$ cat config.mk
export PLATFORM = sky130hd
export DESIGN_NAME = ext_irq_trigger
export DESIGN_NICKNAME = d
export VERILOG_FILES = /design/src/rtl/xit_pkg.sv /design/src/rtl/xit_sync.sv /design/src/rtl/xit_cfg.sv /design/src/rtl/xit_chan.sv /design/src/rtl/ext_irq_trigger.sv
export SDC_FILE = /design/constraint.sdc
export NUM_CORES = 1
export LEC_CHECK = 0
export BUFFER_PORTS_ARGS = -buffer_cell sky130_fd_sc_hd__buf_2
export CAP_MARGIN = 20
export CORE_ASPECT_RATIO = 0.75
export CORE_UTILIZATION = 40
export DETAILED_ROUTE_END_ITERATION = 6
export GPL_ROUTABILITY_DRIVEN = 0
export PLACE_DENSITY = 0.82
export SKIP_LAST_GASP = 1
export SLEW_MARGIN = 25
export SYNTH_ARGS = -nofsm -noshare
export SYNTH_HDL_FRONTEND = slang
export SYNTH_SLANG_ARGS = --single-unit
$ cat constraint.sdc
create_clock -name clk -period 1.1 [get_ports clk]
set_clock_uncertainty 0.05 [all_clocks]
set_input_delay 0.055 -clock clk [delete_from_list [all_inputs] [get_ports clk]]
set_output_delay 0.055 -clock clk [all_outputs]
set_load 0.02 [all_outputs]
$ cat src/rtl/xit_pkg.sv
package xit_pkg;

  // Field indices inside the packed control word; the start of each field is
  // its index times the build-time stride.
  localparam int F_SENSE  = 0;
  localparam int F_STAT   = 1;
  localparam int F_ACK    = 2;
  localparam int F_EN     = 3;
  localparam int F_BOTH   = 4;
  localparam int F_LVL    = 5;
  localparam int N_FIELDS = 6;
  localparam int WORD_W   = 32;

  typedef enum logic [2:0] {
    TRIG_RISE,
    TRIG_FALL,
    TRIG_BOTH,
    TRIG_LOW,
    TRIG_HIGH
  } trig_e;

  // Level-select wins over both-edges; polarity picks the direction.
  function automatic trig_e trig_decode(input logic sense, input logic both,
                                        input logic lvl);
    trig_e t;
    if (lvl)       t = sense ? TRIG_HIGH : TRIG_LOW;
    else if (both) t = TRIG_BOTH;
    else           t = sense ? TRIG_FALL : TRIG_RISE;
    return t;
  endfunction

endpackage

$ cat src/rtl/xit_sync.sv
module xit_sync #(
  parameter int WIDTH  = 1,
  parameter int STAGES = 2
) (
  input  logic             clk_i,
  input  logic             rst_ni,
  input  logic [WIDTH-1:0] d_i,
  output logic [WIDTH-1:0] q_o
);

  logic [WIDTH-1:0] stage_q [STAGES];
  logic [WIDTH-1:0] stage_d [STAGES];

  always_comb begin
    stage_d[0] = d_i;
    for (int k = 1; k < STAGES; k++) stage_d[k] = stage_q[k-1];
  end

  always_ff @(posedge clk_i or negedge rst_ni) begin
    if (!rst_ni) begin
      for (int k = 0; k < STAGES; k++) stage_q[k] <= '0;
    end else begin
      for (int k = 0; k < STAGES; k++) stage_q[k] <= stage_d[k];
    end
  end

  assign q_o = stage_q[STAGES-1];

endmodule

$ cat src/rtl/xit_cfg.sv
module xit_cfg
  import xit_pkg::*;
#(
  parameter int NUM_IN = 4,
  parameter int STRIDE = 4
) (
  input  logic                clk_i,
  input  logic                rst_ni,
  input  logic                wr_en_i,
  input  logic [WORD_W-1:0]   wr_data_i,
  input  logic [NUM_IN-1:0]   stat_i,
  output logic [NUM_IN-1:0]   sense_o,
  output logic [NUM_IN-1:0]   both_o,
  output logic [NUM_IN-1:0]   lvl_o,
  output logic [NUM_IN-1:0]   en_o,
  output logic [NUM_IN-1:0]   ack_o,
  output logic [WORD_W-1:0]   rd_data_o
);

  localparam int LSB_SENSE = F_SENSE * STRIDE;
  localparam int LSB_STAT  = F_STAT  * STRIDE;
  localparam int LSB_ACK   = F_ACK   * STRIDE;
  localparam int LSB_EN    = F_EN    * STRIDE;
  localparam int LSB_BOTH  = F_BOTH  * STRIDE;
  localparam int LSB_LVL   = F_LVL   * STRIDE;

  logic [NUM_IN-1:0] sense_q, both_q, lvl_q, en_q;
  logic [NUM_IN-1:0] sense_d, both_d, lvl_d, en_d;
  logic              wr_unused;

  assign wr_unused = ^wr_data_i;

  always_comb begin
    sense_d = sense_q;
    both_d  = both_q;
    lvl_d   = lvl_q;
    en_d    = en_q;
    if (wr_en_i) begin
      sense_d = wr_data_i[LSB_SENSE +: NUM_IN];
      both_d  = wr_data_i[LSB_BOTH  +: NUM_IN];
      lvl_d   = wr_data_i[LSB_LVL   +: NUM_IN];
      en_d    = wr_data_i[LSB_EN    +: NUM_IN];
    end
  end

  always_ff @(posedge clk_i or negedge rst_ni) begin
    if (!rst_ni) begin
      sense_q <= '0;
      both_q  <= '0;
      lvl_q   <= '1;
      en_q    <= '0;
    end else if (wr_en_i) begin
      sense_q <= sense_d;
      both_q  <= both_d;
      lvl_q   <= lvl_d;
      en_q    <= en_d;
    end
  end

  // Acknowledge is a one-cycle pulse decoded from the write; nothing stored.
  assign ack_o = wr_en_i ? wr_data_i[LSB_ACK +: NUM_IN] : '0;

  always_comb begin
    rd_data_o = '0;
    rd_data_o[LSB_SENSE +: NUM_IN] = sense_q;
    rd_data_o[LSB_STAT  +: NUM_IN] = stat_i;
    rd_data_o[LSB_EN    +: NUM_IN] = en_q;
    rd_data_o[LSB_BOTH  +: NUM_IN] = both_q;
    rd_data_o[LSB_LVL   +: NUM_IN] = lvl_q;
  end

  assign sense_o = sense_q;
  assign both_o  = both_q;
  assign lvl_o   = lvl_q;
  assign en_o    = en_q;


  cfg_hold_chk: assert property (@(posedge clk_i) disable iff (!rst_ni)
    !wr_en_i |=> ($stable(sense_q) && $stable(both_q) && $stable(lvl_q) && $stable(en_q)));

endmodule

$ cat src/rtl/xit_chan.sv
module xit_chan
  import xit_pkg::*;
(
  input  logic clk_i,
  input  logic rst_ni,
  input  logic s_i,
  input  logic sense_i,
  input  logic both_i,
  input  logic lvl_i,
  input  logic ack_i,
  output logic stat_o
);

  logic  prev_q;
  logic  stat_q, stat_d;
  logic  rise, fall, edge_hit;
  trig_e mode;

  assign rise = s_i & ~prev_q;
  assign fall = ~s_i & prev_q;
  assign mode = trig_decode(sense_i, both_i, lvl_i);

  always_comb begin
    edge_hit = 1'b0;
    stat_d   = stat_q;
    unique case (mode)
      TRIG_RISE: edge_hit = rise;
      TRIG_FALL: edge_hit = fall;
      TRIG_BOTH: edge_hit = rise | fall;
      default:   edge_hit = 1'b0;
    endcase
    unique case (mode)
      TRIG_LOW:  stat_d = ~s_i;
      TRIG_HIGH: stat_d = s_i;
      default:   stat_d = edge_hit | (stat_q & ~ack_i);
    endcase
  end

  always_ff @(posedge clk_i or negedge rst_ni) begin
    if (!rst_ni) begin
      prev_q <= 1'b0;
      stat_q <= 1'b0;
    end else begin
      prev_q <= s_i;
      stat_q <= stat_d;
    end
  end

  assign stat_o = stat_q;


  sticky_hold_chk: assert property (@(posedge clk_i) disable iff (!rst_ni)
    (!lvl_i && stat_q && !ack_i) |=> stat_q);


  edge_over_ack_chk: assert property (@(posedge clk_i) disable iff (!rst_ni)
    (!lvl_i && edge_hit && ack_i) |=> stat_q);


  edge_cause_chk: assert property (@(posedge clk_i) disable iff (!rst_ni)
    ($rose(stat_q) && !$past(lvl_i)) |-> ($past(s_i) != $past(prev_q)));

endmodule

$ cat src/rtl/ext_irq_trigger.sv
module ext_irq_trigger
  import xit_pkg::*;
#(
  parameter int NUM_IN      = 4,
  parameter int STRIDE      = 4,
  parameter int SYNC_STAGES = 2
) (
  input  logic              clk,
  input  logic              rst_n,
  input  logic [NUM_IN-1:0] pin_i,
  input  logic              wr_en_i,
  input  logic [31:0]       wr_data_i,
  output logic [31:0]       rd_data_o,
  output logic [NUM_IN-1:0] irq_o
);

  localparam int LSB_EN  = F_EN  * STRIDE;
  localparam int LSB_ACK = F_ACK * STRIDE;

  logic              rst_sync_n;
  logic [NUM_IN-1:0] pin_s;
  logic [NUM_IN-1:0] sense, both, lvl, en, ack, stat;

  // Reset asserts asynchronously and is released on a clock edge.
  xit_sync #(.WIDTH(1), .STAGES(2)) u_rst_sync (
    .clk_i (clk),
    .rst_ni(rst_n),
    .d_i   (1'b1),
    .q_o   (rst_sync_n)
  );

  xit_sync #(.WIDTH(NUM_IN), .STAGES(SYNC_STAGES)) u_pin_sync (
    .clk_i (clk),
    .rst_ni(rst_sync_n),
    .d_i   (pin_i),
    .q_o   (pin_s)
  );

  xit_cfg #(.NUM_IN(NUM_IN), .STRIDE(STRIDE)) u_cfg (
    .clk_i    (clk),
    .rst_ni   (rst_sync_n),
    .wr_en_i  (wr_en_i),
    .wr_data_i(wr_data_i),
    .stat_i   (stat),
    .sense_o  (sense),
    .both_o   (both),
    .lvl_o    (lvl),
    .en_o     (en),
    .ack_o    (ack),
    .rd_data_o(rd_data_o)
  );

  for (genvar n = 0; n < NUM_IN; n++) begin : g_chan
    xit_chan u_chan (
      .clk_i  (clk),
      .rst_ni (rst_sync_n),
      .s_i    (pin_s[n]),
      .sense_i(sense[n]),
      .both_i (both[n]),
      .lvl_i  (lvl[n]),
      .ack_i  (ack[n]),
      .stat_o (stat[n])
    );
  end

  assign irq_o = stat & en;


  irq_mask_chk: assert property (@(posedge clk) disable iff (!rst_sync_n)
    (irq_o & ~rd_data_o[LSB_EN +: NUM_IN]) == '0);


  ack_read_zero_chk: assert property (@(posedge clk) disable iff (!rst_sync_n)
    rd_data_o[LSB_ACK +: NUM_IN] == '0);

endmodule

==> results.ini, run 1 <==
[outcome]
status=finished with violations
violations=setup timing

[logic_synthesis]
yosys-mux-area-fraction_pct=13.5
netlist_instances=130
yosysUniqueCellTypes=16
synthXorXnorAreaFrac_pct=2.15
synthesis.area_um2=1630
synth_top_family_by_area=buffers and inverters
ys_ff_latch=34
avgSynthCellArea_um2=12.5
synth_compound_area_share_pct=4.61
seq_area_frac_synth_pct=52.6
synth-simple-area-share_pct=3.69
synthAdderAreaFrac_pct=6.15
synth_warnings=0

[clock_tree]
insertion_delay_ns=0.28
clockBufferDepth=2
htree_levels=2
tritoncts=yes
clk_pin_slew_worst_paths_ns=0.07
cts.sink_count=34
root_buffer=clkbuf_8
cts_made_buffers=5

[global_route]
top_usage_layer=met2
gr-usage-met2_pct=28.8
grt_pass1_wl_mm=5.13
antenna_found_initial=0
grt_use_met1_pct=19.4
grt_usage_pct=16.7
first_global_vias=1168
grt_use_met3_pct=6.36
grt_start_max_net_pins=20
gr-total-overflow=0

[setup_path]
crit_required_ns=1.22
r2r-end=g_chan[0].u_chan.stat_o$_DFF_PN0_
cp.arrival_ns=1.46
path_class=reg -> reg
cp_top_family=compound AO/OA/AOI/OAI gates
worstPathMaxFanout=2
worst-r2r-setup-slack_ns=-0.24
crit_buf_inv=2
crit_path_end=g_chan[0].u_chan.stat_o$_DFF_PN0_
reg2reg_from=g_chan[0].u_chan.prev_q$_DFF_PN0_
critPathSlowestCell=dfrtp_1
cp.depth=5
crit_start=g_chan[0].u_chan.prev_q$_DFF_PN0_
r2r_cells=5
endpoint_kind=register
critPathMostFrequentCell=inv_1
max_stage_delay_ns=0.35
crit_path_start_kind=register
crit_path_cell_trace=inv_1 -> ha_1 -> inv_1 -> a221o_1 -> a2bb2oi_2

[power_and_ir_drop]
power-per-cell-area_nw_per_um2=1400
p_leak_nw=1.20
peakVddDrop_uv=1030

[place]
port_buffers=50
dpl.hpwl_mm=2.02
dpl_cell_area_um2=1890

[routing]
antenna_left=0
wl_per_cell_um=12.3
drtIter0Drc=12
drc=0
num_vias=1140
drt_first_pass_iters=4
via_per_inst=4.30
drt-total-wl_mm=3.26

[worst_hold_path]
worstHoldPathType=in -> async

[floorplanning]
design.core.area_um2=3780
initial_utilization_pct=43.1
die_area_um2=4330
die_x_um=75.7
ios=75
die_y_um=57.2
rows=19

[sta]
hold_viol=0
period_minus_slack_ns=1.34
fmax_mhz=748
timing.hold.ws_ns=0.0295
rsz0062_at_grt=true
drv_slew=0
fin_crit_sh_pct=122
setup_ws_ns=-0.237
setup_violations=5

[layout]
drive_above_1_share_pct=50.2
syn_to_final_growth_pct=43.4
final_nets=259
antenna_cells=0
finalInstanceArea_um2=2330

[flow_run]
max_cap_violations=0

==> report_power, final <==
group	internal (mW)	switching [mW]	total, mW
clock	0.504	0.431	0.935
combinational	0.463	0.406	0.869
sequential	1.38	0.0926	1.47
total	2.34	0.929	3.27
==> flip-flops by register name (all words and copies together), names as in the netlist <==
signal                count
u_cfg.lvl_o               4
u_pin_sync.stage_d        4
u_cfg.both_o              4
u_rst_sync.q_o            1
u_rst_sync.stage_d        1
u_cfg.en_o                4
g_chan.u_chan.stat_o      4
u_pin_sync.q_o            4
g_chan.u_chan.prev_q      4
u_cfg.sense_o             4
==> worst reg2reg max path, cell delays in order, from the launching register on <==
cell and delay (ns):
dfrtp_1 0.35, inv_1 0.05, ha_1 0.27, inv_1 0.04
a221o_1 0.32, a2bb2oi_2 0.14
==> layout make-up <==
cell class / instances / area, µm²
inverter: 12 / 45.0
clock inverter: 1 / 5.00
fill: 316 / 1450
multi-input combinational: 65 / 556
tap: 52 / 65.1
clock buffer: 7 / 86.3
sequential: 34 / 856
timing repair buffer: 94 / 721
==> Yosys cell counts <==
cell	n	area share, %
a221o_1	4	2.5
a2bb2oi_1	4	2.2
and2_1	4	1.5
buf_4	29	13
buf_6	1	0.69
conb_1	2	0.46
dfrtp_1	30	46
dfstp_2	4	6.5
ha_1	8	6.1
inv_1	12	2.8
mux2_2	16	11
mux2i_1	4	2.5
nand2_1	2	0.46
nand2_2	2	0.77
nor2_1	4	0.92
xor2_1	4	2.2
==> what timing repair did <==
action,in CTS,in global routing
pin swaps,3,3
resized for setup,13,12
setup endpoints to repair,11,14
buffers inserted,5,4
hold buffers,21,0
endpoints found under the hold margin,22,0
==> logic make-up after synthesis <==
logic type / Yosys count
AO/OA/AOI/OAI: 8
multiplexers: 20
other: 2
adder cells (fa/ha/maj): 8
flip-flops: 34
AND/OR/NAND/NOR: 12
XOR/XNOR: 4
buffers and inverters: 42
==> cell usage in the layout (no fill, tap or decap) <==
master         netlist  final
buf_12               0      2
buf_6                1     10
dfstp_2              4      4
a2bb2oi_1            4      3
nand2_1              2      2
inv_1               12     12
a221o_1              4      4
ha_1                 8      8
xor2_1               4      4
clkbuf_1             0      1
dlygate4sd3_1        0     21
dfrtp_1             30     30
clkbuf_8             0      6
a2bb2oi_2            0      1
clkinv_2             0      1
conb_1               2     13
nor2_1               4      4
mux2i_1              4      4
nand2_2              2      2
buf_4               29     21
and2_4               0      4
mux2_2              16     16
buf_2                0     40
==> worst min-delay path by stage <==
stage                     startpoint                               to  slack, ns  cells after the start
after floorplan                rst_n         u_rst_sync.q_o$_DFF_PN0_      -0.29                      0
after global placement         rst_n  u_rst_sync.stage_d[0]$_DFF_PN0_      -0.21                      1
after detailed placement       rst_n  u_rst_sync.stage_d[0]$_DFF_PN0_      -0.21                      1
after CTS                      rst_n  u_rst_sync.stage_d[0]$_DFF_PN0_       0.02                      2
after global routing           rst_n  u_rst_sync.stage_d[0]$_DFF_PN0_       0.02                      2
final                          rst_n  u_rst_sync.stage_d[0]$_DFF_PN0_       0.03                      2
==> per-stage QoR <==
stage / util [%] / power, mW / TNS (ns) / worst slack [ns] / instances
after floorplan: - / 2.01 / -0.719 / -0.180 / 141
after global placement: 49.9 / 2.14 / -0.655 / -0.173 / 227
after detailed placement: 49.9 / 2.15 / -0.737 / -0.189 / 227
after CTS: 59.8 / 3.23 / -0.828 / -0.204 / 261
after global routing: 61.7 / 3.47 / -1.17 / -0.270 / 265
final: 61.7 / 3.27 / -0.839 / -0.237 / 265
==> metal layers <==
metal	vias to the layer above	share of wire, %
met4	0	0.92
met2	48	52
met5	-	0
li1	544	-
met3	6	5.5
met1	542	42
No activity file was read; power rests on OpenSTA's default activity.
==> run 2: changes to the inputs <==
--- a/config.mk
+++ b/config.mk
@@ -5,12 +5,13 @@
 export SDC_FILE = /design/constraint.sdc
 export NUM_CORES = 1
 export LEC_CHECK = 0
-export BUFFER_PORTS_ARGS = -buffer_cell sky130_fd_sc_hd__buf_2
 export CAP_MARGIN = 20
 export CORE_ASPECT_RATIO = 0.75
-export CORE_UTILIZATION = 40
+export CORE_UTILIZATION = 55
 export DETAILED_ROUTE_END_ITERATION = 6
+export DONT_BUFFER_PORTS = 1
 export GPL_ROUTABILITY_DRIVEN = 0
+export HOLD_SLACK_MARGIN = 0.15
 export PLACE_DENSITY = 0.82
 export SKIP_LAST_GASP = 1
 export SLEW_MARGIN = 25
==> run 2 against run 1 <==
The flow finishes with violations (hold timing, setup timing). Critical path depth did not move. Worst setup slack improved by 0.0088 ns. Final cell count down 20%. Critical path type unchanged. Largest cell class unchanged.
==> results.ini, run 2 (synthesis results as in run 1) <==
[routing]
drt-met1-wl_mm=1.10  ; -19%
via_per_inst=4.77  ; +11%
drt-total-wl_mm=2.87  ; -12%
wl_per_cell_um=13.6  ; +11%
num_vias=1006  ; -12%
top_layer=met4
met2_length_mm=1.57  ; -7.1%
wl_met3_um=162  ; -9.0%
antenna_left=0  ; unchanged
drtIter0Drc=26  ; +14
drt_first_pass_iters=4  ; unchanged
drc=0  ; unchanged

[layout]
register_area_um2=856  ; unchanged
fin_cells=211  ; -20%
antenna_cells=0  ; unchanged
multi_input_area_um2=549  ; -1.1%
nFillCells=170  ; -46%
final_cell_mix=dfrtp_1, dlygate4sd3_1, buf_4, mux2_2, conb_1
final_nets=222  ; -14%
syn_to_final_growth_pct=28.4
drive_above_1_share_pct=35.4  ; -15 points
mostFrequentLayoutCell=dfrtp_1

[power_and_ir_drop]
peakVddDrop_uv=1050  ; +2.1%
p_leak_nw=1.02  ; -15%
power-per-cell-area_nw_per_um2=1450  ; +3.7%

[setup_path]
critPathMostFrequentCell=inv_1
crit_required_ns=1.21  ; about the same
worstPathMaxFanout=2  ; unchanged
max_stage_delay_ns=0.35  ; about the same
crit_start=g_chan[2].u_chan.prev_q$_DFF_PN0_
endpoint_kind=register
crit_buf_inv=2  ; unchanged
path_class=reg -> reg
cp_top_family=compound AO/OA/AOI/OAI gates
cp.arrival_ns=1.44  ; -0.02 ns
critPathSlowestCell=dfrtp_1
crit_path_cell_trace=inv_1 -> ha_1 -> inv_1 -> a221o_1 -> a2bb2oi_1
reg2reg_from=g_chan[2].u_chan.prev_q$_DFF_PN0_
crit_path_start_kind=register
r2r_cells=5  ; unchanged
cp.depth=5  ; unchanged

[floorplanning]
die_y_um=49.1  ; -14%
rows=16  ; -3
ios=75  ; unchanged
design.core.area_um2=2700  ; -29%
die_area_um2=3180  ; -26%
die_x_um=64.8  ; -14%
initial_utilization_pct=60.2  ; +17 points

[place]
port_buffers=0  ; -100%
dp_cells=173  ; -24%
dpl.hpwl_mm=1.94  ; -4.0%
dp_worst_setup_slack_ns=-0.221  ; -0.0322 ns

[clock_tree]
cts.sink_count=34  ; unchanged
insertion_delay_ns=0.27  ; about the same
cts_hold_buf=26  ; +24%
clockBufferDepth=2  ; unchanged
clk_pin_slew_worst_paths_ns=0.06  ; about the same
root_buffer=clkbuf_8
tritoncts=yes
htree_levels=2  ; unchanged
cts_made_buffers=5  ; unchanged

[sta]
rsz0062_at_grt=true
period_minus_slack_ns=1.33  ; -0.00881 ns
hold_viol=16  ; +16
fmax_mhz=753  ; +0.66%
drv_slew=0  ; unchanged
setup_ws_ns=-0.229  ; +0.00881 ns
setup_violations=4  ; -1
fin_crit_sh_pct=121  ; -0.80 points
timing.hold.ws_ns=-0.111  ; -0.140 ns

[global_route]
gr-total-overflow=0  ; unchanged
grt_pass1_wl_mm=4.69  ; -8.6%
grt_usage_pct=20.4  ; +3.7 points
grt_start_max_net_pins=21  ; +5.0%
antenna_found_initial=0  ; unchanged
first_global_vias=1045  ; -11%

[worst_hold_path]
hp-start=wr_en_i
worstHoldPathType=in -> reg
whs_path_depth=1

[outcome]
status=finished with violations
violations=hold timing, setup timing

[flow_run]
max_cap_violations=0  ; unchanged

run 2: changes by cell type in the layout (fill, tap and decap cells not counted):
cell	delta
clkbuf_8	-1
buf_12	-2
a2bb2oi_1	+1
clkinv_2	-1
buf_4	+3
buf_6	-3
clkbuf_1	+1
dlygate4sd3_1	+5
a2bb2oi_2	-1
buf_2	-40
run 2: timing repair:
| item | in CTS | in global routing |
|---|---|---|
| setup endpoints to repair | 9 | 10 |
| setup buffers | 4 | 1 |
| gates resized for setup | 10 | 5 |
| endpoints found under the hold margin | 26 | 16 |
| pin swaps | 2 | 2 |
run 2: layer usage:
metal,vias up,GRT usage (%)
met3,4,5.61
met4,0,8.89
met5,-,0
met1,488,22.1
met2,45,37.0
li1,469,-
run 2: area by class of cell:
class / count / share of cell area (%)
multi-input combinational: 65 / 26.3
sequential: 34 / 40.9
timing repair buffer: 57 / 24.8
clock buffer: 7 / 3.65
tap: 36 / 2.15
inverter: 12 / 2.15
run 2: through the flow:
step           area [µm²]  utilization [%]  total power [mW]  setup TNS (ns)  hold slack, ns
3_3_place_gp         1680             62.2              2.05          -0.614          -0.291
4_1_cts              2060             76.4              3.05          -0.872          -0.123
6_report             2090             77.4              3.04          -0.867          -0.111
3_5_place_dp         1680             62.2              2.08          -0.832          -0.291
5_1_grt              2090             77.4              3.19           -1.10          -0.124
2_1_floorplan        1670                -              2.01          -0.719          -0.291
run 2: power breakdown:
| group | leakage [nW] | internal (mW) | switching (mW) | total [mW] |
|---|---|---|---|---|
| clock network | 0.0383 | 0.435 | 0.396 | 0.831 |
| logic | 0.594 | 0.384 | 0.351 | 0.735 |
| registers | 0.390 | 1.38 | 0.0967 | 1.48 |
| total | 1.02 | 2.20 | 0.844 | 3.04 |
run 2: path summary, 6_finish.rpt:
path | end | slack, ns
min in group asynchronous | g_chan[2].u_chan.prev_q$_DFF_PN0_ | 0.16
worst min-delay path | u_cfg.en_o[3]$_DFFE_PN0P_ | -0.11
max in group asynchronous | u_rst_sync.stage_d[0]$_DFF_PN0_ | 0.35
worst max register to register | g_chan[2].u_chan.stat_o$_DFF_PN0_ | -0.23
worst min register to register | g_chan[2].u_chan.prev_q$_DFF_PN0_ | 0.16
worst max-delay path | g_chan[2].u_chan.stat_o$_DFF_PN0_ | -0.23
run 2: worst register-to-register path, stage by stage, from the launching register on:
cell and delay (ns):
dfrtp_1 0.35, inv_1 0.05, ha_1 0.28, inv_1 0.04, a221o_1 0.31, a2bb2oi_1 0.14
